$ cat src/rtl/exc_sel_pkg.sv
package exc_sel_pkg;

  localparam int unsigned NCAUSE = 16;
  localparam int unsigned CW     = $clog2(NCAUSE);
  localparam int unsigned NRANK  = 14;

  // Implemented cause bits: everything except 10 and 14.
  localparam logic [NCAUSE-1:0] IMPL_MASK  = 16'hBBFF;
  // Causes a fetch stage can raise: 0, 1, 2, 12.
  localparam logic [NCAUSE-1:0] FETCH_MASK = 16'h1007;

  typedef enum logic [1:0] {
    SEL_ALL        = 2'b00,
    SEL_FETCH      = 2'b01,
    SEL_UNIT       = 2'b10,
    SEL_FETCH_UNIT = 2'b11
  } sel_mode_e;

  // Cause number held at a given rank (rank 0 wins).
  function automatic logic [CW-1:0] rank_cause(input int r);
    logic [CW-1:0] c;
    case (r)
      0:  c = 4'd3;
      1:  c = 4'd12;
      2:  c = 4'd1;
      3:  c = 4'd2;
      4:  c = 4'd0;
      5:  c = 4'd11;
      6:  c = 4'd9;
      7:  c = 4'd8;
      8:  c = 4'd6;
      9:  c = 4'd4;
      10: c = 4'd15;
      11: c = 4'd13;
      12: c = 4'd7;
      default: c = 4'd5;
    endcase
    return c;
  endfunction

endpackage

$ cat src/rtl/exc_mask_stage.sv
module exc_mask_stage
  import exc_sel_pkg::*;
#(
  parameter int unsigned N = NCAUSE
) (
  input  logic [N-1:0] flags,
  input  logic [1:0]   mode,
  input  logic [N-1:0] unit_mask,
  output logic [N-1:0] masked
);

  logic [N-1:0] fetch_gate;
  logic [N-1:0] unit_gate;

  always_comb begin
    fetch_gate = mode[0] ? FETCH_MASK : {N{1'b1}};
    unit_gate  = mode[1] ? unit_mask  : {N{1'b1}};
  end

  for (genvar i = 0; i < N; i++) begin : g_bit
    assign masked[i] = flags[i] & IMPL_MASK[i] & fetch_gate[i] & unit_gate[i];
  end

endmodule

$ cat src/rtl/exc_prio_pick.sv
module exc_prio_pick
  import exc_sel_pkg::*;
#(
  parameter int unsigned N     = NCAUSE,
  parameter int unsigned RANKS = NRANK,
  localparam int unsigned W    = $clog2(N)
) (
  input  logic [N-1:0] vec,
  output logic         hit,
  output logic [W-1:0] cause
);

  logic [RANKS:0]   seen;
  logic [RANKS-1:0] take;
  logic [W-1:0]     part [RANKS+1];

  assign seen[0] = 1'b0;
  assign part[0] = '0;

  for (genvar r = 0; r < RANKS; r++) begin : g_rank
    localparam logic [W-1:0] C = rank_cause(r);
    assign take[r]     = vec[C] & ~seen[r];
    assign seen[r+1]   = seen[r] | vec[C];
    assign part[r+1]   = part[r] | (take[r] ? C : '0);
  end

  assign hit   = |vec;
  assign cause = part[RANKS];

endmodule

$ cat src/rtl/exc_out_reg.sv
module exc_out_reg #(
  parameter int unsigned N = 16,
  parameter int unsigned W = 4
) (
  input  logic         clk,
  input  logic         rst,
  input  logic         d_valid,
  input  logic         d_hit,
  input  logic [W-1:0] d_cause,
  input  logic [N-1:0] d_flags,
  output logic         q_valid,
  output logic         q_hit,
  output logic [W-1:0] q_cause,
  output logic [N-1:0] q_flags
);

  always_ff @(posedge clk) begin
    if (rst) begin
      q_valid <= 1'b0;
      q_hit   <= 1'b0;
      q_cause <= '0;
      q_flags <= '0;
    end else begin
      q_valid <= d_valid;
      q_hit   <= d_valid & d_hit;
      q_cause <= d_valid ? d_cause : '0;
      q_flags <= d_valid ? d_flags : '0;
    end
  end

endmodule

$ cat src/rtl/exc_cause_sel.sv
module exc_cause_sel
  import exc_sel_pkg::*;
(
  input  logic          clk,
  input  logic          rst,
  input  logic          in_valid,
  input  logic [1:0]    in_mode,
  input  logic [15:0]   in_flags,
  input  logic [15:0]   in_unit_mask,
  output logic          out_valid,
  output logic          out_hit,
  output logic [3:0]    out_cause,
  output logic [15:0]   out_flags
);

  logic [NCAUSE-1:0] masked;
  logic              pick_hit;
  logic [CW-1:0]     pick_cause;

  exc_mask_stage #(.N(NCAUSE)) u_mask (
    .flags     (in_flags),
    .mode      (in_mode),
    .unit_mask (in_unit_mask),
    .masked    (masked)
  );

  exc_prio_pick #(.N(NCAUSE), .RANKS(NRANK)) u_pick (
    .vec   (masked),
    .hit   (pick_hit),
    .cause (pick_cause)
  );

  exc_out_reg #(.N(NCAUSE), .W(CW)) u_oreg (
    .clk     (clk),
    .rst     (rst),
    .d_valid (in_valid),
    .d_hit   (pick_hit),
    .d_cause (pick_cause),
    .d_flags (masked),
    .q_valid (out_valid),
    .q_hit   (out_hit),
    .q_cause (out_cause),
    .q_flags (out_flags)
  );

endmodule

$ cat config.mk
export PLATFORM = sky130hd
export DESIGN_NAME = exc_cause_sel
export DESIGN_NICKNAME = d
export VERILOG_FILES = /design/src/rtl/exc_sel_pkg.sv /design/src/rtl/exc_mask_stage.sv /design/src/rtl/exc_prio_pick.sv /design/src/rtl/exc_out_reg.sv /design/src/rtl/exc_cause_sel.sv
export SDC_FILE = /design/constraint.sdc
export NUM_CORES = 1
export LEC_CHECK = 0
export CAP_MARGIN = 40
export CORE_UTILIZATION = 39
export CTS_BUF_LIST = sky130_fd_sc_hd__clkbuf_8
export DETAILED_ROUTE_END_ITERATION = 7
export PLACE_DENSITY = 0.86
export SLEW_MARGIN = 0
export SYNTH_ARGS = -nofsm -noshare
export SYNTH_HDL_FRONTEND = slang
export SYNTH_SLANG_ARGS = --single-unit
$ cat constraint.sdc
create_clock -name clk -period 3.1 [get_ports clk]
set_input_delay 0.775 -clock clk [delete_from_list [all_inputs] [get_ports clk]]
set_output_delay 0.775 -clock clk [all_outputs]
set_load 0.005 [all_outputs]
### Word-level counts from Yosys, hierarchy flattened

Cells that the tools add are included.

| storage, ports and cells | value |
|---|---|
| input bits | 37 |
| output and inout bits | 22 |
| register bits | 22 |
| logic and storage cells | 100 |

| operators by class | value |
|---|---|
| bitwise logic cells | 78 |
| reduce and logical (&&, ||, !) cells | 2 |
| muxes and demuxes | 15 |

Operators by type and width:

| operator | count |
|---|---|
| 4-bit bitwise OR | 11 |
| 1-bit AND | 41 |
| 16-bit two-way mux | 2 |
| 4-bit two-way mux | 6 |
| 14-bit OR reduction | 1 |
| 1-bit NOT | 13 |
| 3-bit two-way mux | 4 |
| 1-bit bitwise OR | 12 |
| 2-bit two-way mux | 2 |
| 4-bit by 3-bit bitwise OR with 4-bit output | 1 |
| 2-bit OR reduction | 1 |
| 1-bit two-way mux | 1 |

### Logic depth before layout (Yosys ltp)

| depth | value |
|---|---|
| depth in word-level cells | 19 |
| gate-level depth with buffers | 6 |
| mapped depth without buffers | 5 |

### By module

A second synthesis with hierarchy kept.

| second synthesis, totals | value |
|---|---|
| cell total of the unflattened synthesis | 105 |
| area, all modules | 1094.8 um^2 |

By module, submodules not included:

| module | sequential area each (um^2) | cells an instance | times used | area an instance (um^2) |
|---|---|---|---|---|
| exc_out_reg | 440.4 | 48 | 1 | 655.6 |
| exc_mask_stage | 0.0 | 33 | 1 | 292.8 |
| exc_prio_pick | 0.0 | 24 | 1 | 146.4 |

### Worst setup path before layout

No wires, ideal clock.

| timing path | value |
|---|---|
| path type | input to register |
| start point | in in_unit_mask[6] |
| end point | reg u_oreg.q_cause[0] |
| setup slack | 1.261 ns |
| setup time | 0.077 ns |
| data arrival time | 1.763 ns |
| data required time | 3.023 ns |
| buffers on the path | 0 |
| cell stages on the path | 5 |
| cells stage by stage | a222oi_1 -> o211ai_1 -> a31oi_1 -> o211ai_2 -> a41oi_2 |

| between the ends | value |
|---|---|
| cells in the longest elaborated chain, start to end | 11 |
| elaborated cells between the ends (all ways) | 23 |
| those cells by class | mux (5); bitwise (18) |

Ends and longest elaborated chain:

| element | line | text |
|---|---|---|
| start: declaration | exc_cause_sel.sv:9 | `input logic [15:0] in_unit_mask,` |
| 16-bit two-way mux * | exc_mask_stage.sv:17 | `unit_gate = mode[1] ? unit_mask : {N{1'b1}};` |
| 1-bit AND * | exc_mask_stage.sv:21 | `assign masked[i] = flags[i] & IMPL_MASK[i] & fetch_gate[i] & unit_gate[i];` |
| 1-bit bitwise OR * (2 in a row) | exc_prio_pick.sv:23 | `assign seen[r+1] = seen[r] \| vec[C];` |
| 1-bit NOT or 1-bit bitwise OR (tied branches) | exc_prio_pick.sv:22, exc_prio_pick.sv:23 |  |
| 1-bit AND (tied with other cells) | exc_prio_pick.sv:22 | `assign take[r] = vec[C] & ~seen[r];` |
| 4-bit two-way mux (tied with other cells) | exc_prio_pick.sv:24 | `assign part[r+1] = part[r] \| (take[r] ? C : '0);` |
| 4-bit bitwise OR (tied with other cells) (2 in a row) | exc_prio_pick.sv:24 |  |
| 4-bit bitwise OR or 3-bit two-way mux (tied branches) | exc_prio_pick.sv:24 |  |
| 4-bit by 3-bit bitwise OR with 4-bit output * | exc_prio_pick.sv:24 |  |
| end signal: assignment | exc_out_reg.sv:26 | `q_cause <= d_valid ? d_cause : '0;` |
| end: declaration | exc_out_reg.sv:13 | `output logic [W-1:0] q_cause,` |

Every way passes the cells marked *; elsewhere a longest branch is shown, timed or not.
A chain may end at the register's enable or synchronous reset.

### Worst setup path after layout

| timing path | value |
|---|---|
| start point | in in_mode[1] |
| end point | reg u_oreg.q_cause[0] |

| between the ends | value |
|---|---|
| cells in the longest elaborated chain, start to end | 18 |
| elaborated cells between the ends (all ways) | 61 |
| those cells by class | mux (9); bitwise (52) |

Ends and longest elaborated chain:

| element | line | text |
|---|---|---|
| start: declaration | exc_cause_sel.sv:7 | `input logic [1:0] in_mode,` |
| 16-bit two-way mux * | exc_mask_stage.sv:17 |  |
| 1-bit AND | exc_mask_stage.sv:21 |  |
| 1-bit bitwise OR (4 in a row) | exc_prio_pick.sv:23 |  |
| 1-bit NOT or 1-bit bitwise OR (tied branches) | exc_prio_pick.sv:22, exc_prio_pick.sv:23 |  |
| 1-bit AND (tied with other cells) | exc_prio_pick.sv:22 |  |
| 4-bit two-way mux (tied with other cells) | exc_prio_pick.sv:24 |  |
| 4-bit bitwise OR (tied with other cells) | exc_prio_pick.sv:24 |  |
| 4-bit bitwise OR or 1-bit bitwise OR (tied branches) | exc_prio_pick.sv:24, exc_prio_pick.sv:23 |  |
| 4-bit bitwise OR (tied with other cells) (5 in a row) | exc_prio_pick.sv:24 |  |
| 4-bit bitwise OR or 3-bit two-way mux (tied branches) | exc_prio_pick.sv:24 |  |
| 4-bit by 3-bit bitwise OR with 4-bit output * | exc_prio_pick.sv:24 |  |

Marks and branches as above.

==> metrics.md <==
| Metric | Value |
|---|---|
| Synthesized cell area | `897 µm²` |
| Worst setup path class | `input port to flip-flop` |
| Postcts setup bufs | `0` |
| Io pins | `59` |
| Post-Layout Cell Count | `179` |
| Min-Delay Endpoint | `u_oreg.q_flags[0]` |
| Share of layout cells above drive strength 1 | `5.30%` |
| Vias | `956` |
| Longest Clk Path Bufs | `2` |
| Dominant cell type by area after synthesis | `dfxtp_1` |
| Critical Path Sink Type | `flip-flop` |
| Tightest Pin Transition | `approximately 0.51 ns` |
| Crit path launch type | `input port` |
| Post-CTS Hold Buffers | `0` |
| CP Buf/Inv Count | `2` |
| Inserted Diodes | `0` |
| IO Port Bufs | `52` |
| Clock sinks | `20` |
| Initial core utilization | `40.9%` |
| Sequential fraction of the synthesis area | `44.6%` |
| Main combinational cell family by area after synthesis | `compound AO/OA/AOI/OAI gates` |
| DRT iter0 DRCs | `41` |
| Max_cap viols | `0` |
| Max-slew violation count | `0` |
| Yosys cell types | `33` |
| First-pass GRT wire length | `~3800 µm` |
| Maximum fanout along the worst path | `16` |
| FP Rows | `17` |
| Max_slew headroom | `65.7%` |
| Fin crit share | `73.3%` |
| Die Ht | `50.0 µm` |
| Slowest-stage cell, CP | `clkdlybuf4s50_1` |
| Warnings, synthesis | `0` |
| Hold Startpoint | `in_flags[0]` |
| H-tree levels | `1` |
| Final setup TNS | `0 ns` |
| Drt pass-1 iters | `4` |
| Final Hold Vio Count | `0` |
| Hold depth | `3` |
| Post-route ant nets | `0` |
| Max VDD drop | `0.000222 V` |
| Ranking of synthesized cells by area | `dfxtp_1 (45%), o21ai_0 (6.1%), nor2_1 (5.4%), o211ai_1 (3.3%), nor4b_4 (2.6%)` |
| Total die area | `2500 µm²` |
| Post-CTS sizing | `0` |
| Wire length per cell | `roughly 13 µm` |
| Net count, final | `between 150 and 200` |
| Pleak | `0.533 nW` |
| Dpl cells | `176` |
| Post-Route WL | `2320 µm` |
| Syn Inst Count | `101` |
| Post-synthesis xor/xnor area fraction | `0%` |
| Worst-path clk slew | `0.06 ns` |
| Largest net degree at the start of global routing | `17` |
| Final GP Congestion | `between 0.8 and 0.9` |
| TritonCTS clock tree | `done` |
| Top-count cell post-synth | `dfxtp_1` |
| Crit path time final | `2.27 ns` |
| Post-synthesis mux area share | `0%` |
| Die width | `between 40 and 50 µm` |
| HP Class | `input port to flip-flop` |
| Syn avg cell area | `slightly below 9 µm²` |
| Initial antenna violation count | `0` |
| Commonest cells in the netlist | `dfxtp_1 (20), nor2_1 (13), o21ai_0 (11)` |
| Primary FF master, synth | `dfxtp_1` |
| GRT Util Overall | `about 20%` |
| Overflow after GRT | `0` |
| RSZ-0062 raised after global routing | `false` |
| Critical-path cell list | `clkdlybuf4s50_1, inv_2, o211ai_1, nor4b_4, o211ai_2, a41oi_2` |
| Asr flop ratio synth | `0%` |
| Final Setup Violations | `0` |
| FF+latch count, synth | `20` |
| DRC Markers | `0` |
| Post-synthesis compound-gate area fraction | `around 29%` |
| Delay-heaviest family, CP | `buffers and inverters` |
| Clock root buffer | `clkbuf_8` |
| Worst EP arrival | `2.44 ns` |
| Slowest Stage Delay on Critical Path | `0.56 ns` |
| Yosys top cell area share | `44.6%` |
| Routed vias/inst | `5.34` |
| Core region area | `2190 µm²` |
| Vias in the first global route | `877` |
| Post-DP HPWL | `1930 µm` |
| Outcome | `finished clean` |
| Num CTS Buffers | `3` |
| Adder-Cell Fraction of Synth Area | `0%` |
| Max Freq | `440 MHz` |
| Worst hold slack | `1.11 ns` |
| EDFF count, synth | `0` |
| Critical Path RT | `about 3.3 ns` |
| Area delta synth->final | `62.9%` |
| Power Density | `approximately 370 nW/µm²` |
| Simple-Gate Fraction of Synth Area | `between 20% and 30%` |
==> cells in the final DEF, fill, tap and decap left out, types with 3 or more instances in the layout <==
master           instances
dfxtp_1                 20
clkbuf_8                 3
nand2_1                  6
o21ai_1                  3
clkdlybuf4s50_1         52
a31oi_1                  3
o21ai_0                 11
o211ai_1                 4
nor2_1                  13
o21a_1                   3
==> how the worst max path moves through the flow <==
stage,cells past startpoint,from,to
3_5_place_dp,6,in_mode[1],u_oreg.q_cause[0]
4_1_cts,6,in_mode[1],u_oreg.q_cause[0]
6_report,6,in_mode[1],u_oreg.q_cause[0]
3_3_place_gp,6,in_mode[1],u_oreg.q_cause[0]
2_1_floorplan,5,in_unit_mask[6],u_oreg.q_cause[0]
5_1_grt,6,in_mode[1],u_oreg.q_cause[0]
==> metal layers <==
layer / GRT usage (%) / vias up / share of wire (%)
li1: - / 473 / -
met5: 0 / - / 0
met2: 33.6 / 34 / 49
met4: 9.52 / 0 / 0.78
met1: 25.5 / 446 / 46
met3: 1.85 / 3 / 3.7
==> cell type report <==
| cell class | count | area, µm² |
|---|---|---|
| multi-input cells | 73 | 453 |
| flip-flops and latches | 20 | 400 |
| repair buffers | 52 | 520 |
| clock buffers | 3 | 41.3 |
| well taps | 28 | 35.0 |
| fillers | 185 | 729 |
| inverters | 3 | 11.3 |
==> state kept, by name, summed over array words and instances (netlist names) <==
register / count
u_oreg.q_valid: 1
u_oreg.q_hit: 1
u_oreg.q_cause: 4
u_oreg.q_flags: 14
==> metrics by stage <==
stage / util [%] / instance area (µm²) / total power, mW / setup slack [ns]
2_1_floorplan: - / 901 / 0.321 / 1.26
3_3_place_gp: 64.8 / 1420 / 0.387 / 0.607
3_5_place_dp: 64.8 / 1420 / 0.390 / 0.569
4_1_cts: 66.7 / 1460 / 0.542 / 0.817
5_1_grt: 66.7 / 1460 / 0.565 / 0.699
6_report: 66.7 / 1460 / 0.543 / 0.828
==> cell families (layout without fill, tap and decap cells) <==
family,after synthesis,in the layout
AOI/OAI and AO/OA,37,37
buffers and inverters,9,58
DFF,20,20
other,1,2
and+or+nand+nor,34,34
==> worst min-delay path: stages <==
cell             delay, ns
clkdlybuf4s50_1       0.39
o21ai_1               0.09
nor2_1                0.05
==> report_power, final <==
group	leakage (nW)	total [mW]	switching, mW	internal (mW)
Combinational	0.348	0.117	0.0493	0.0680
Clock	0.0216	0.158	0.0718	0.0862
Sequential	0.163	0.268	0.00221	0.266
Power figures use the tool's default switching activity.
